**src/rtl/fillscan_pkg.sv**
```systemverilog
package fillscan_pkg;

  typedef enum logic [2:0] {
    PS_ZERO  = 3'd0,
    PS_ONES  = 3'd1,
    PS_ALT01 = 3'd2,
    PS_ALT10 = 3'd3,
    PS_WALK  = 3'd4,
    PS_IDX   = 3'd5,
    PS_NIDX  = 3'd6
  } pass_e;

  typedef enum logic [2:0] {
    ST_IDLE,
    ST_SETUP,
    ST_WR,
    ST_RD,
    ST_DRAIN,
    ST_PEND,
    ST_FIN
  } st_e;

endpackage

```
**src/rtl/fillscan_valgen.sv**
```systemverilog
module fillscan_valgen
  import fillscan_pkg::*;
#(
  parameter int IW = 32,
  parameter int DW = 32
) (
  input  pass_e          pass,
  input  logic [IW-1:0]  idx,
  output logic [DW-1:0]  value
);
  localparam int SW = $clog2(DW);

  logic [DW-1:0] idx_word;

  generate
    if (IW >= DW) begin : g_trunc
      assign idx_word = idx[DW-1:0];
    end else begin : g_extend
      assign idx_word = {{(DW-IW){1'b0}}, idx};
    end
  endgenerate

  always_comb begin
    case (pass)
      PS_ZERO:  value = '0;
      PS_ONES:  value = '1;
      PS_ALT01: value = {(DW/2){2'b01}};
      PS_ALT10: value = {(DW/2){2'b10}};
      PS_WALK:  value = DW'(1) << idx[SW-1:0];
      PS_IDX:   value = idx_word;
      PS_NIDX:  value = ~idx_word;
      default:  value = '0;
    endcase
  end
endmodule

```
**src/rtl/fillscan_window.sv**
```systemverilog
module fillscan_window #(
  parameter int AW        = 32,
  parameter int DW        = 32,
  parameter int STEP_LG2  = 20,
  parameter int WIN_BYTES = 2048
) (
  input  logic          clk,
  input  logic          rst,
  input  logic          load,
  input  logic          adv,
  input  logic          sampled,
  input  logic [AW-1:0] base_in,
  input  logic [AW-1:0] len_in,
  output logic [AW-1:0] win_base,
  output logic [AW-1:0] win_words,
  output logic          win_empty,
  output logic          win_last
);
  localparam int WB = $clog2(DW/8);
  localparam logic [AW-1:0] WIN_WORDS = AW'(WIN_BYTES / (DW/8));
  localparam logic [AW-1:0] HI_OFS    = AW'((64'd1 << STEP_LG2) - 64'(WIN_BYTES));

  logic          samp_q;
  logic          half_q;
  logic [AW-1:0] base_q;
  logic [AW-1:0] full_words_q;
  logic [AW-1:0] nsteps_q;
  logic [AW-1:0] step_q;

  always_ff @(posedge clk) begin
    if (rst) begin
      samp_q       <= 1'b0;
      half_q       <= 1'b0;
      base_q       <= '0;
      full_words_q <= '0;
      nsteps_q     <= '0;
      step_q       <= '0;
    end else if (load) begin
      samp_q       <= sampled;
      half_q       <= 1'b0;
      base_q       <= base_in;
      full_words_q <= len_in >> WB;
      nsteps_q     <= len_in >> STEP_LG2;
      step_q       <= '0;
    end else if (adv) begin
      if (half_q) begin
        half_q <= 1'b0;
        step_q <= step_q + 1'b1;
      end else begin
        half_q <= 1'b1;
      end
    end
  end

  always_comb begin
    if (samp_q) begin
      win_base  = base_q + (step_q << STEP_LG2) + (half_q ? HI_OFS : '0);
      win_words = WIN_WORDS;
      win_empty = (nsteps_q == '0);
      win_last  = half_q && (step_q == nsteps_q - 1'b1);
    end else begin
      win_base  = base_q;
      win_words = full_words_q;
      win_empty = (full_words_q == '0);
      win_last  = 1'b1;
    end
  end

  // a sampled run never walks past its last whole megabyte step
  a_r7_step_in_range: assert property (@(posedge clk) disable iff (rst)
    (samp_q && !win_empty) |-> (step_q < nsteps_q));

  // once the final window is reached no further advance is requested
  a_r8_no_adv_past_last: assert property (@(posedge clk) disable iff (rst)
    (win_last && !load) |-> !adv);
endmodule

```
**src/rtl/fillscan_cmp.sv**
```systemverilog
module fillscan_cmp #(
  parameter int AW = 32,
  parameter int DW = 32
) (
  input  logic          clk,
  input  logic          rst,
  input  logic          issue,
  input  logic [AW-1:0] issue_addr,
  input  logic [DW-1:0] issue_exp,
  input  logic          issue_last,
  input  logic          flush,
  input  logic [DW-1:0] rdata,
  output logic          mism,
  output logic          last_ok,
  output logic [AW-1:0] bad_addr,
  output logic [DW-1:0] bad_exp,
  output logic [DW-1:0] bad_act
);
  logic          t1v, t2v;
  logic          t1l, t2l;
  logic [AW-1:0] t1a, t2a;
  logic [DW-1:0] t1e, t2e;

  always_ff @(posedge clk) begin
    if (rst || flush) begin
      t1v <= 1'b0;
      t2v <= 1'b0;
    end else begin
      t1v <= issue;
      t2v <= t1v;
    end
  end

  always_ff @(posedge clk) begin
    t1a <= issue_addr;
    t1e <= issue_exp;
    t1l <= issue_last;
    t2a <= t1a;
    t2e <= t1e;
    t2l <= t1l;
  end

  assign mism     = t2v && (rdata != t2e);
  assign last_ok  = t2v && t2l && !mism;
  assign bad_addr = t2a;
  assign bad_exp  = t2e;
  assign bad_act  = rdata;

  // two reads in flight always belong to consecutive ascending words
  a_r3_reads_ascend: assert property (@(posedge clk) disable iff (rst)
    (t1v && t2v) |-> (t1a == t2a + AW'(DW/8)));
endmodule

```
**src/rtl/fillscan_seq.sv**
```systemverilog
module fillscan_seq
  import fillscan_pkg::*;
#(
  parameter int AW        = 32,
  parameter int DW        = 32,
  parameter int STEP_LG2  = 20,
  parameter int WIN_BYTES = 2048,
  parameter int KICK_LG2  = 10
) (
  input  logic          clk,
  input  logic          rst,
  input  logic          go,
  input  logic          sampled,
  input  logic [AW-1:0] base_addr,
  input  logic [AW-1:0] byte_len,
  output logic          mem_en,
  output logic          mem_we,
  output logic [AW-1:0] mem_addr,
  output logic [DW-1:0] mem_wdata,
  input  logic [DW-1:0] mem_rdata,
  output logic          kick,
  output logic          done,
  output logic          fail,
  output logic [AW-1:0] err_addr,
  output logic [DW-1:0] err_exp,
  output logic [DW-1:0] err_act
);
  localparam int WB = $clog2(DW/8);

  st_e           state;
  pass_e         pass;
  logic [AW-1:0] idx;

  logic [AW-1:0] win_base, win_words;
  logic          win_empty, win_last;
  logic [DW-1:0] cur_val;
  logic [AW-1:0] cur_addr;
  logic          at_last, kick_hit;
  logic          load, adv, issue;
  logic          mism, last_ok;
  logic [AW-1:0] bad_addr;
  logic [DW-1:0] bad_exp, bad_act;

  assign load     = (state == ST_IDLE) && go;
  assign adv      = (state == ST_PEND) && (pass == PS_NIDX) && !win_last;
  assign issue    = (state == ST_RD) && !mism;
  assign cur_addr = win_base + (idx << WB);
  assign at_last  = (idx == win_words - 1'b1);
  assign kick_hit = (idx[KICK_LG2-1:0] == '0);

  fillscan_window #(
    .AW(AW), .DW(DW), .STEP_LG2(STEP_LG2), .WIN_BYTES(WIN_BYTES)
  ) u_win (
    .clk(clk), .rst(rst), .load(load), .adv(adv), .sampled(sampled),
    .base_in(base_addr), .len_in(byte_len),
    .win_base(win_base), .win_words(win_words),
    .win_empty(win_empty), .win_last(win_last)
  );

  fillscan_valgen #(.IW(AW), .DW(DW)) u_val (
    .pass(pass), .idx(idx), .value(cur_val)
  );

  fillscan_cmp #(.AW(AW), .DW(DW)) u_cmp (
    .clk(clk), .rst(rst), .issue(issue), .issue_addr(cur_addr),
    .issue_exp(cur_val), .issue_last(at_last), .flush(mism),
    .rdata(mem_rdata), .mism(mism), .last_ok(last_ok),
    .bad_addr(bad_addr), .bad_exp(bad_exp), .bad_act(bad_act)
  );

  always_ff @(posedge clk) begin
    if (rst) begin
      state     <= ST_IDLE;
      pass      <= PS_ZERO;
      idx       <= '0;
      mem_en    <= 1'b0;
      mem_we    <= 1'b0;
      mem_addr  <= '0;
      mem_wdata <= '0;
      kick      <= 1'b0;
      done      <= 1'b0;
      fail      <= 1'b0;
      err_addr  <= '0;
      err_exp   <= '0;
      err_act   <= '0;
    end else begin
      mem_en <= 1'b0;
      mem_we <= 1'b0;
      kick   <= 1'b0;
      done   <= 1'b0;
      case (state)
        ST_IDLE: begin
          if (go) begin
            fail     <= 1'b0;
            err_addr <= '0;
            err_exp  <= '0;
            err_act  <= '0;
            state    <= ST_SETUP;
          end
        end
        ST_SETUP: begin
          idx   <= '0;
          pass  <= PS_ZERO;
          state <= win_empty ? ST_FIN : ST_WR;
        end
        ST_WR: begin
          mem_en    <= 1'b1;
          mem_we    <= 1'b1;
          mem_addr  <= cur_addr;
          mem_wdata <= cur_val;
          kick      <= kick_hit;
          if (at_last) begin
            idx   <= '0;
            state <= ST_RD;
          end else begin
            idx <= idx + 1'b1;
          end
        end
        ST_RD: begin
          if (mism) begin
            fail     <= 1'b1;
            err_addr <= bad_addr;
            err_exp  <= bad_exp;
            err_act  <= bad_act;
            state    <= ST_FIN;
          end else begin
            mem_en   <= 1'b1;
            mem_addr <= cur_addr;
            kick     <= kick_hit;
            if (at_last) begin
              idx   <= '0;
              state <= ST_DRAIN;
            end else begin
              idx <= idx + 1'b1;
            end
          end
        end
        ST_DRAIN: begin
          if (mism) begin
            fail     <= 1'b1;
            err_addr <= bad_addr;
            err_exp  <= bad_exp;
            err_act  <= bad_act;
            state    <= ST_FIN;
          end else if (last_ok) begin
            state <= ST_PEND;
          end
        end
        ST_PEND: begin
          kick <= 1'b1;
          if (pass == PS_NIDX) begin
            state <= win_last ? ST_FIN : ST_SETUP;
          end else begin
            pass  <= pass_e'(pass + 3'd1);
            state <= ST_WR;
          end
        end
        ST_FIN: begin
          done  <= 1'b1;
          state <= ST_IDLE;
        end
        default: state <= ST_IDLE;
      endcase
    end
  end

  // the end-of-run pulse never lasts two cycles
  a_r10_done_single: assert property (@(posedge clk) disable iff (rst)
    done |=> !done);

  // a detected mismatch is followed at once by the end of the run
  a_r4_fail_ends_run: assert property (@(posedge clk) disable iff (rst)
    $rose(fail) |=> done);

  // the failure flag is only cleared by a new start
  a_r4_fail_sticky: assert property (@(posedge clk) disable iff (rst)
    (fail && !go) |=> fail);

  // no write request is ever issued without a request strobe
  a_r3_we_with_en: assert property (@(posedge clk) disable iff (rst)
    mem_we |-> mem_en);

  // the memory port is quiet while the block waits for a start
  a_r10_idle_quiet: assert property (@(posedge clk) disable iff (rst)
    ((state == ST_IDLE) && !go) |=> !mem_en);
endmodule

```
**config.mk**
```make
export PLATFORM = sky130hd
export DESIGN_NAME = fillscan_seq
export DESIGN_NICKNAME = d
export VERILOG_FILES = /design/src/rtl/fillscan_pkg.sv /design/src/rtl/fillscan_valgen.sv /design/src/rtl/fillscan_window.sv /design/src/rtl/fillscan_cmp.sv /design/src/rtl/fillscan_seq.sv
export SDC_FILE = /design/constraint.sdc
export NUM_CORES = 1
export LEC_CHECK = 0
export ABC_AREA = 0
export BUFFER_PORTS_ARGS = -buffer_cell sky130_fd_sc_hd__buf_2
export CAP_MARGIN = 5
export CORE_MARGIN = 10
export CORE_UTILIZATION = 55
export DETAILED_ROUTE_END_ITERATION = 6
export PLACE_DENSITY_LB_ADDON = 0.2
export SYNTH_ARGS = -nofsm -noshare
export SYNTH_HDL_FRONTEND = slang
export SYNTH_SLANG_ARGS = --single-unit
```
**constraint.sdc**
```tcl
create_clock -name clk -period 7.6 [get_ports clk]
set_clock_uncertainty 0.2 [all_clocks]
set_input_delay 0.38 -clock clk [delete_from_list [all_inputs] [get_ports clk]]
set_output_delay 0.38 -clock clk [all_outputs]
set_load 0.03 [all_outputs]
```
Word level (Yosys, flattened, before mapping)
Index checks and enable logic that the tools add are counted.
{"block": "word_totals", "ff_bits": 443, "output_inout_bits": 165}
{"block": "op_classes", "add_sub_neg": 8, "eq_ne": 22, "n_shift": 1, "muxes": 40, "bitwise_logic": 1, "n_reduce_logical": 27}
{"cell": "32-bit 2-to-1 mux", "count": 8}
{"cell": "32-bit case mux with 2 select lines", "count": 4}
{"cell": "32-bit case mux with 6 select lines", "count": 1}
{"cell": "32-bit adder", "count": 3}
{"cell": "32-bit case mux with 3 select lines", "count": 1}
{"cell": "32-bit by 1-bit adder with 32-bit output (second input constant)", "count": 2}
{"cell": "32-bit equality test", "count": 2}
{"cell": "32-bit logical NOT", "count": 2}
{"cell": "32-bit inequality test", "count": 1}
{"cell": "32-bit inverter", "count": 1}
{"cell": "1-bit by 5-bit left shift with 32-bit output (first input constant)", "count": 1}
{"cell": "32-bit by 1-bit subtractor with 32-bit output (second input constant)", "count": 1}
{"cell": "3-bit 2-to-1 mux", "count": 10}
{"cell": "30-bit 2-to-1 mux", "count": 1}
{"cell": "20-bit 2-to-1 mux", "count": 1}
{"cell": "3-bit equality test (second input constant)", "count": 6}
{"cell": "3-bit case mux with 6 select lines", "count": 1}
{"cell": "12-bit by 1-bit subtractor with 13-bit output (second input constant)", "count": 1}
{"cell": "3-bit by 2-bit equality test with 1-bit output (second input constant)", "count": 4}
{"cell": "10-bit logical NOT", "count": 1}
{"cell": "1-bit 2-to-1 mux", "count": 9}
{"cell": "1-bit logical AND", "count": 8}
{"cell": "2-bit AND reduction", "count": 4}
{"cell": "3-bit by 1-bit equality test with 1-bit output (second input constant)", "count": 2}
{"cell": "16 further kinds", "count": 24}

Depth between registers and ports, before layout
{"block": "depth", "depth_word": 7, "ltp_mapped": 20}

Modules after synthesis
From an unflattened synthesis, not the netlist that was laid out.
{"block": "unflattened", "hier_cells": 2291, "area_unflattened_um2": 20123.0}
{"module": "fillscan_seq", "instances": 1, "cells_each": 1275, "area_per_inst_um2": 10324.9}
{"module": "fillscan_window", "instances": 1, "cells_each": 642, "area_per_inst_um2": 5531.6}
{"module": "fillscan_cmp", "instances": 1, "cells_each": 210, "area_per_inst_um2": 3256.9}
{"module": "fillscan_valgen", "instances": 1, "cells_each": 164, "area_per_inst_um2": 1009.7}

Worst setup path after synthesis
Ideal clock, no wire load.
{"block": "synth_path", "path_type": "register -> register", "start": "register u_win.samp_q", "end": "register mem_addr[30]", "setup_time_ns": 0.062, "t_arrival_ns": 4.891, "setup_slack_ns": 2.447, "stages_incl_launch_ff": 19, "path_buffers": 6, "cell_sequence": "dfxtp_1 clkbuf_1 clkbuf_1 buf_1 buf_1 buf_1 buf_1 mux2_2 ha_1 a21o_1 a211oi_1 and2_0 a31oi_1 a221oi_1 o21ai_0 nor4_1 or4_1 or4_1 nand3_1"}
{"block": "synth_via", "elab_chain_cells": 4}
{"element": "from (decl)", "line": "fillscan_window.sv:23", "source": "logic samp_q;"}
{"element": "from (signal assigned)", "line": "fillscan_window.sv:39", "source": "samp_q <= sampled;"}
{"element": "32-bit 2-to-1 mux *", "line": "fillscan_window.sv:56", "source": "if (samp_q) begin"}
{"element": "32-bit adder *", "line": "fillscan_seq.sv:47", "source": "assign cur_addr = win_base + (idx << WB);"}
{"element": "32-bit 2-to-1 mux", "line": "fillscan_seq.sv:120", "source": "if (mism) begin"}
{"element": "32-bit case mux with 2 select lines *", "line": "fillscan_seq.sv:91", "source": "case (state)"}
{"element": "to (signal assigned)", "line": "fillscan_seq.sv:109", "source": "mem_addr <= cur_addr;"}
{"element": "to (signal assigned)", "line": "fillscan_seq.sv:128", "source": "mem_addr <= cur_addr;"}
{"element": "to (decl)", "line": "fillscan_seq.sv:18", "source": "output logic [AW-1:0] mem_addr,"}
Mark *: on every way between the ends. The rest lies on a longest branch, timed or not. The select of a mux whose other input is x is not followed.
A chain may end at the register's enable or synchronous reset.

Final worst setup path
{"block": "layout_path", "start": "register u_win.half_q", "end": "register mem_addr[30]"}
{"block": "layout_via", "elab_chain_cells": 6}
{"element": "from (decl)", "line": "fillscan_window.sv:24", "source": "logic half_q;"}
{"element": "from (signal assigned)", "line": "fillscan_window.sv:33", "source": "half_q <= 1'b0;"}
{"element": "from (signal assigned)", "line": "fillscan_window.sv:40", "source": "half_q <= 1'b0;"}
{"element": "from (signal assigned)", "line": "fillscan_window.sv:47", "source": "half_q <= 1'b0;"}
{"element": "20-bit 2-to-1 mux *", "line": "fillscan_window.sv:57", "source": "win_base = base_q + (step_q << STEP_LG2) + (half_q ? HI_OFS : '0);"}
{"element": "32-bit adder *", "line": "fillscan_window.sv:57"}
{"element": "32-bit 2-to-1 mux *", "line": "fillscan_window.sv:56"}
{"element": "32-bit adder *", "line": "fillscan_seq.sv:47"}
{"element": "32-bit 2-to-1 mux", "line": "fillscan_seq.sv:120"}
{"element": "32-bit case mux with 2 select lines *", "line": "fillscan_seq.sv:91"}
Marked as above.

==> flow_summary.json <==
{
  "die_area_mm2": 0.0441,
  "start_util_pct": 55.8,
  "clk-insertion-delay-late_ps": 590,
  "antenna_found_initial": 1,
  "tns_ps": 0,
  "post-cts-setup-buffers": 0,
  "powerDensity_mw_per_mm2": 291,
  "synth.distinct_cells": 79,
  "outcome": "finished, violations left",
  "area_growth_pct": 19.8,
  "regArea_mm2": 0.00863,
  "synth_edf_count": 0,
  "worst_r2r_path_depth": 20,
  "violations": "DRC",
  "r2r-end": "mem_addr[30]",
  "fin_ws_ps": 1910,
  "rsz0062_at_grt": "false",
  "dpl_worst_slack_ps": 2040,
  "tightest_slew_ps": 1130,
  "fin_crit_sh_pct": 74.8,
  "drive_above_1_share_pct": 15.4,
  "hold_path_class": "primary input to flop",
  "p_leak_nw": 9.76,
  "critPathMaxFanout": 15,
  "hp-start": "rst",
  "fin_nets": 2768,
  "crit_arrival_ps": 6010,
  "first_pass_iters": 7,
  "r2r_slack_ps": 1910,
  "synth_flop_cell": "dfxtp_1",
  "layout_commonest_cell": "dfxtp_1",
  "maxSlewViolCount": 0,
  "yosysSeqAreaShare_pct": 43.5,
  "avgSynthCellArea_um2": 8.46,
  "htreeDepth": 2,
  "grt_max_degree": 98,
  "io-pin-count": 265,
  "cts_buffer_depth": 3,
  "vias": 18287,
  "die_y_um": 210,
  "avgRoutedWirePerCell_um": 19.8,
  "drv_cap": 0,
  "routed_wl_mm": 61.4,
  "gp_congestion": 0.980,
  "fmax_mhz": 176,
  "core_area_mm2": 0.0356,
  "grt_pass1_wl_mm": 95.7,
  "drt-initial-drc-count": 1688,
  "multi_input_area_mm2": 0.0104,
  "grt_overflow": 0,
  "holdPathStages": 2,
  "via_per_inst": 5.91,
  "clk_root_buffer_cell": "clkbuf_16",
  "synth_area_mm2": 0.0198,
  "power_w": 0.00691,
  "hpwl_mm": 43.7,
  "final_util_pct": 66.8,
  "setup_viol": 0,
  "cp-start-kind": "flop",
  "grt_pass1_vias": 17366,
  "vdd_drop_max_mv": 0.229,
  "drc": 2,
  "worstPathRequired_ps": 7920,
  "synthArstFlopShare_pct": 0,
  "synthesis.nets": 2513,
  "rows": 69,
  "num_antenna_cells": 0,
  "io_buffers": 262,
  "slew_headroom_pct": 24.8,
  "cts_buffers": 45,
  "cts.sinks": 431,
  "finalHoldViolCount": 0,
  "die_width_um": 210,
  "syn_inst": 2347,
  "layout_common_cells": "430 x dfxtp_1, 299 x nand2_1, 261 x buf_2",
  "worstReg2RegStart": "u_win.half_q",
  "ys_ff_latch": 431,
  "ctsResizeCount": 0,
  "grt_usage_pct": 26.5,
  "clk_pin_slew_ps": 60,
  "ys.warnings.count": 0,
  "cp-end-kind": "flop",
  "critPathKind": "flop to flop",
  "hold_path_end": "u_win.base_q[20]",
  "tritoncts": "done",
  "postRouteAntennaNets": 0,
  "period_needed_ps": 5690,
  "num-fill-cells": 2906
}
## worst max-delay path: stages, from the launching register on
cell and delay (ps):
dfxtp_1 770, ha_1 290, inv_1 60, fa_1 400
nand2b_1 180, a21oi_1 330, o21a_1 170, nor2_1 50
xnor2_1 120, mux2_2 260, ha_1 370, a21o_1 140
a211oi_1 80, and2_0 150, a31oi_1 290, a221oi_1 210
o21ai_0 360, nor4_1 70, or4_1 560, or4_1 490
nand3_1 90
## final cells by class
| class | instances | share of cell area, % |
|---|---|---|
| clock inverter | 22 | 1.38 |
| tap | 461 | 2.43 |
| sequential | 431 | 36.3 |
| clock buffer | 58 | 5.24 |
| inverter | 53 | 0.837 |
| multi-input combinational | 1697 | 43.8 |
| timing repair buffer | 374 | 10.1 |
## repair_timing
item / 4_1_cts / 5_1_grt
setup endpoints to repair: 0 / 0
endpoints found under the hold margin: 95 / 0
hold buffers: 95 / 0
## worst max-delay path by stage
stage,startpoint,to,slack (ps)
floorplan,u_win.samp_q,mem_addr[30],2450
detailed placement,u_win.half_q,mem_addr[30],2040
finish,u_win.half_q,mem_addr[30],1910
global placement,u_win.half_q,mem_addr[30],2150
CTS,u_win.half_q,mem_addr[30],2000
global route,u_win.half_q,mem_addr[30],1620
## metrics by stage
step / instances / area (µm²) / hold WS (ps)
finish: 3096 / 23800 / 64.3
global placement: 2921 / 21300 / 110
floorplan: 2347 / 19800 / 110
global route: 3096 / 23800 / 105
detailed placement: 2921 / 21300 / 112
CTS: 3096 / 23800 / 103
## power by group
group          internal (W)  switching, W  total, W
combinational      0.000642       0.00127   0.00191
clock               0.00137      0.000930   0.00230
sequential          0.00249      0.000201   0.00269
total               0.00451       0.00240   0.00691
## logic make-up after synthesis
| group | synth area share (%) |
|---|---|
| fa+ha+maj | 4.24 |
| compound gates | 18.1 |
| simple gates | 20.1 |
| xor+xnor | 6.65 |
| buf+inv | 4.21 |
| flops | 43.5 |
| mux | 3.22 |
## sequential cells by signal, summed over array words and instances, names as in the netlist, 3 cells and up
name,count
err_act,32
err_addr,32
err_exp,32
idx,32
mem_addr,32
mem_wdata,32
pass,3
state,3
u_cmp.bad_addr,32
u_cmp.bad_exp,32
u_cmp.t1a,32
u_cmp.t1e,32
u_win.base_q,32
u_win.full_words_q,30
u_win.step_q,32
## cells in the mapped netlist (all sizes together) (9+ instances only)
cell | number | share of area, %
xor2 | 44 | 1.9
and2 | 14 | 0.44
xnor2 | 104 | 4.6
nand4 | 39 | 1.3
nor3 | 45 | 1.2
nand3 | 73 | 1.8
nor2b | 19 | 0.60
a211oi | 18 | 0.71
o2111ai | 11 | 0.49
inv | 52 | 0.98
nand2 | 299 | 5.7
or4 | 17 | 0.68
a31o | 17 | 0.75
a31oi | 16 | 0.50
mux2 | 15 | 0.85
nor2 | 236 | 4.5
o21ai | 83 | 2.1
clkbuf | 147 | 2.8
and4 | 9 | 0.40
o21a | 12 | 0.45
and3 | 26 | 0.82
nor4 | 21 | 0.69
or3 | 22 | 0.72
a22oi | 99 | 3.7
ha | 64 | 4.0
mux2i | 47 | 2.4
buf | 19 | 0.43
dfxtp | 431 | 43
a21oi | 214 | 5.4
a21o | 21 | 0.79
o31ai | 11 | 0.42
nand2b | 11 | 0.35
## routing by layer
layer,track usage [%],routed length [µm]
met5,0,0
met4,8.93,1960
met3,5.60,4890
met1,34.2,26200
met2,43.3,28300
No activity file was read; power rests on OpenSTA's default activity.
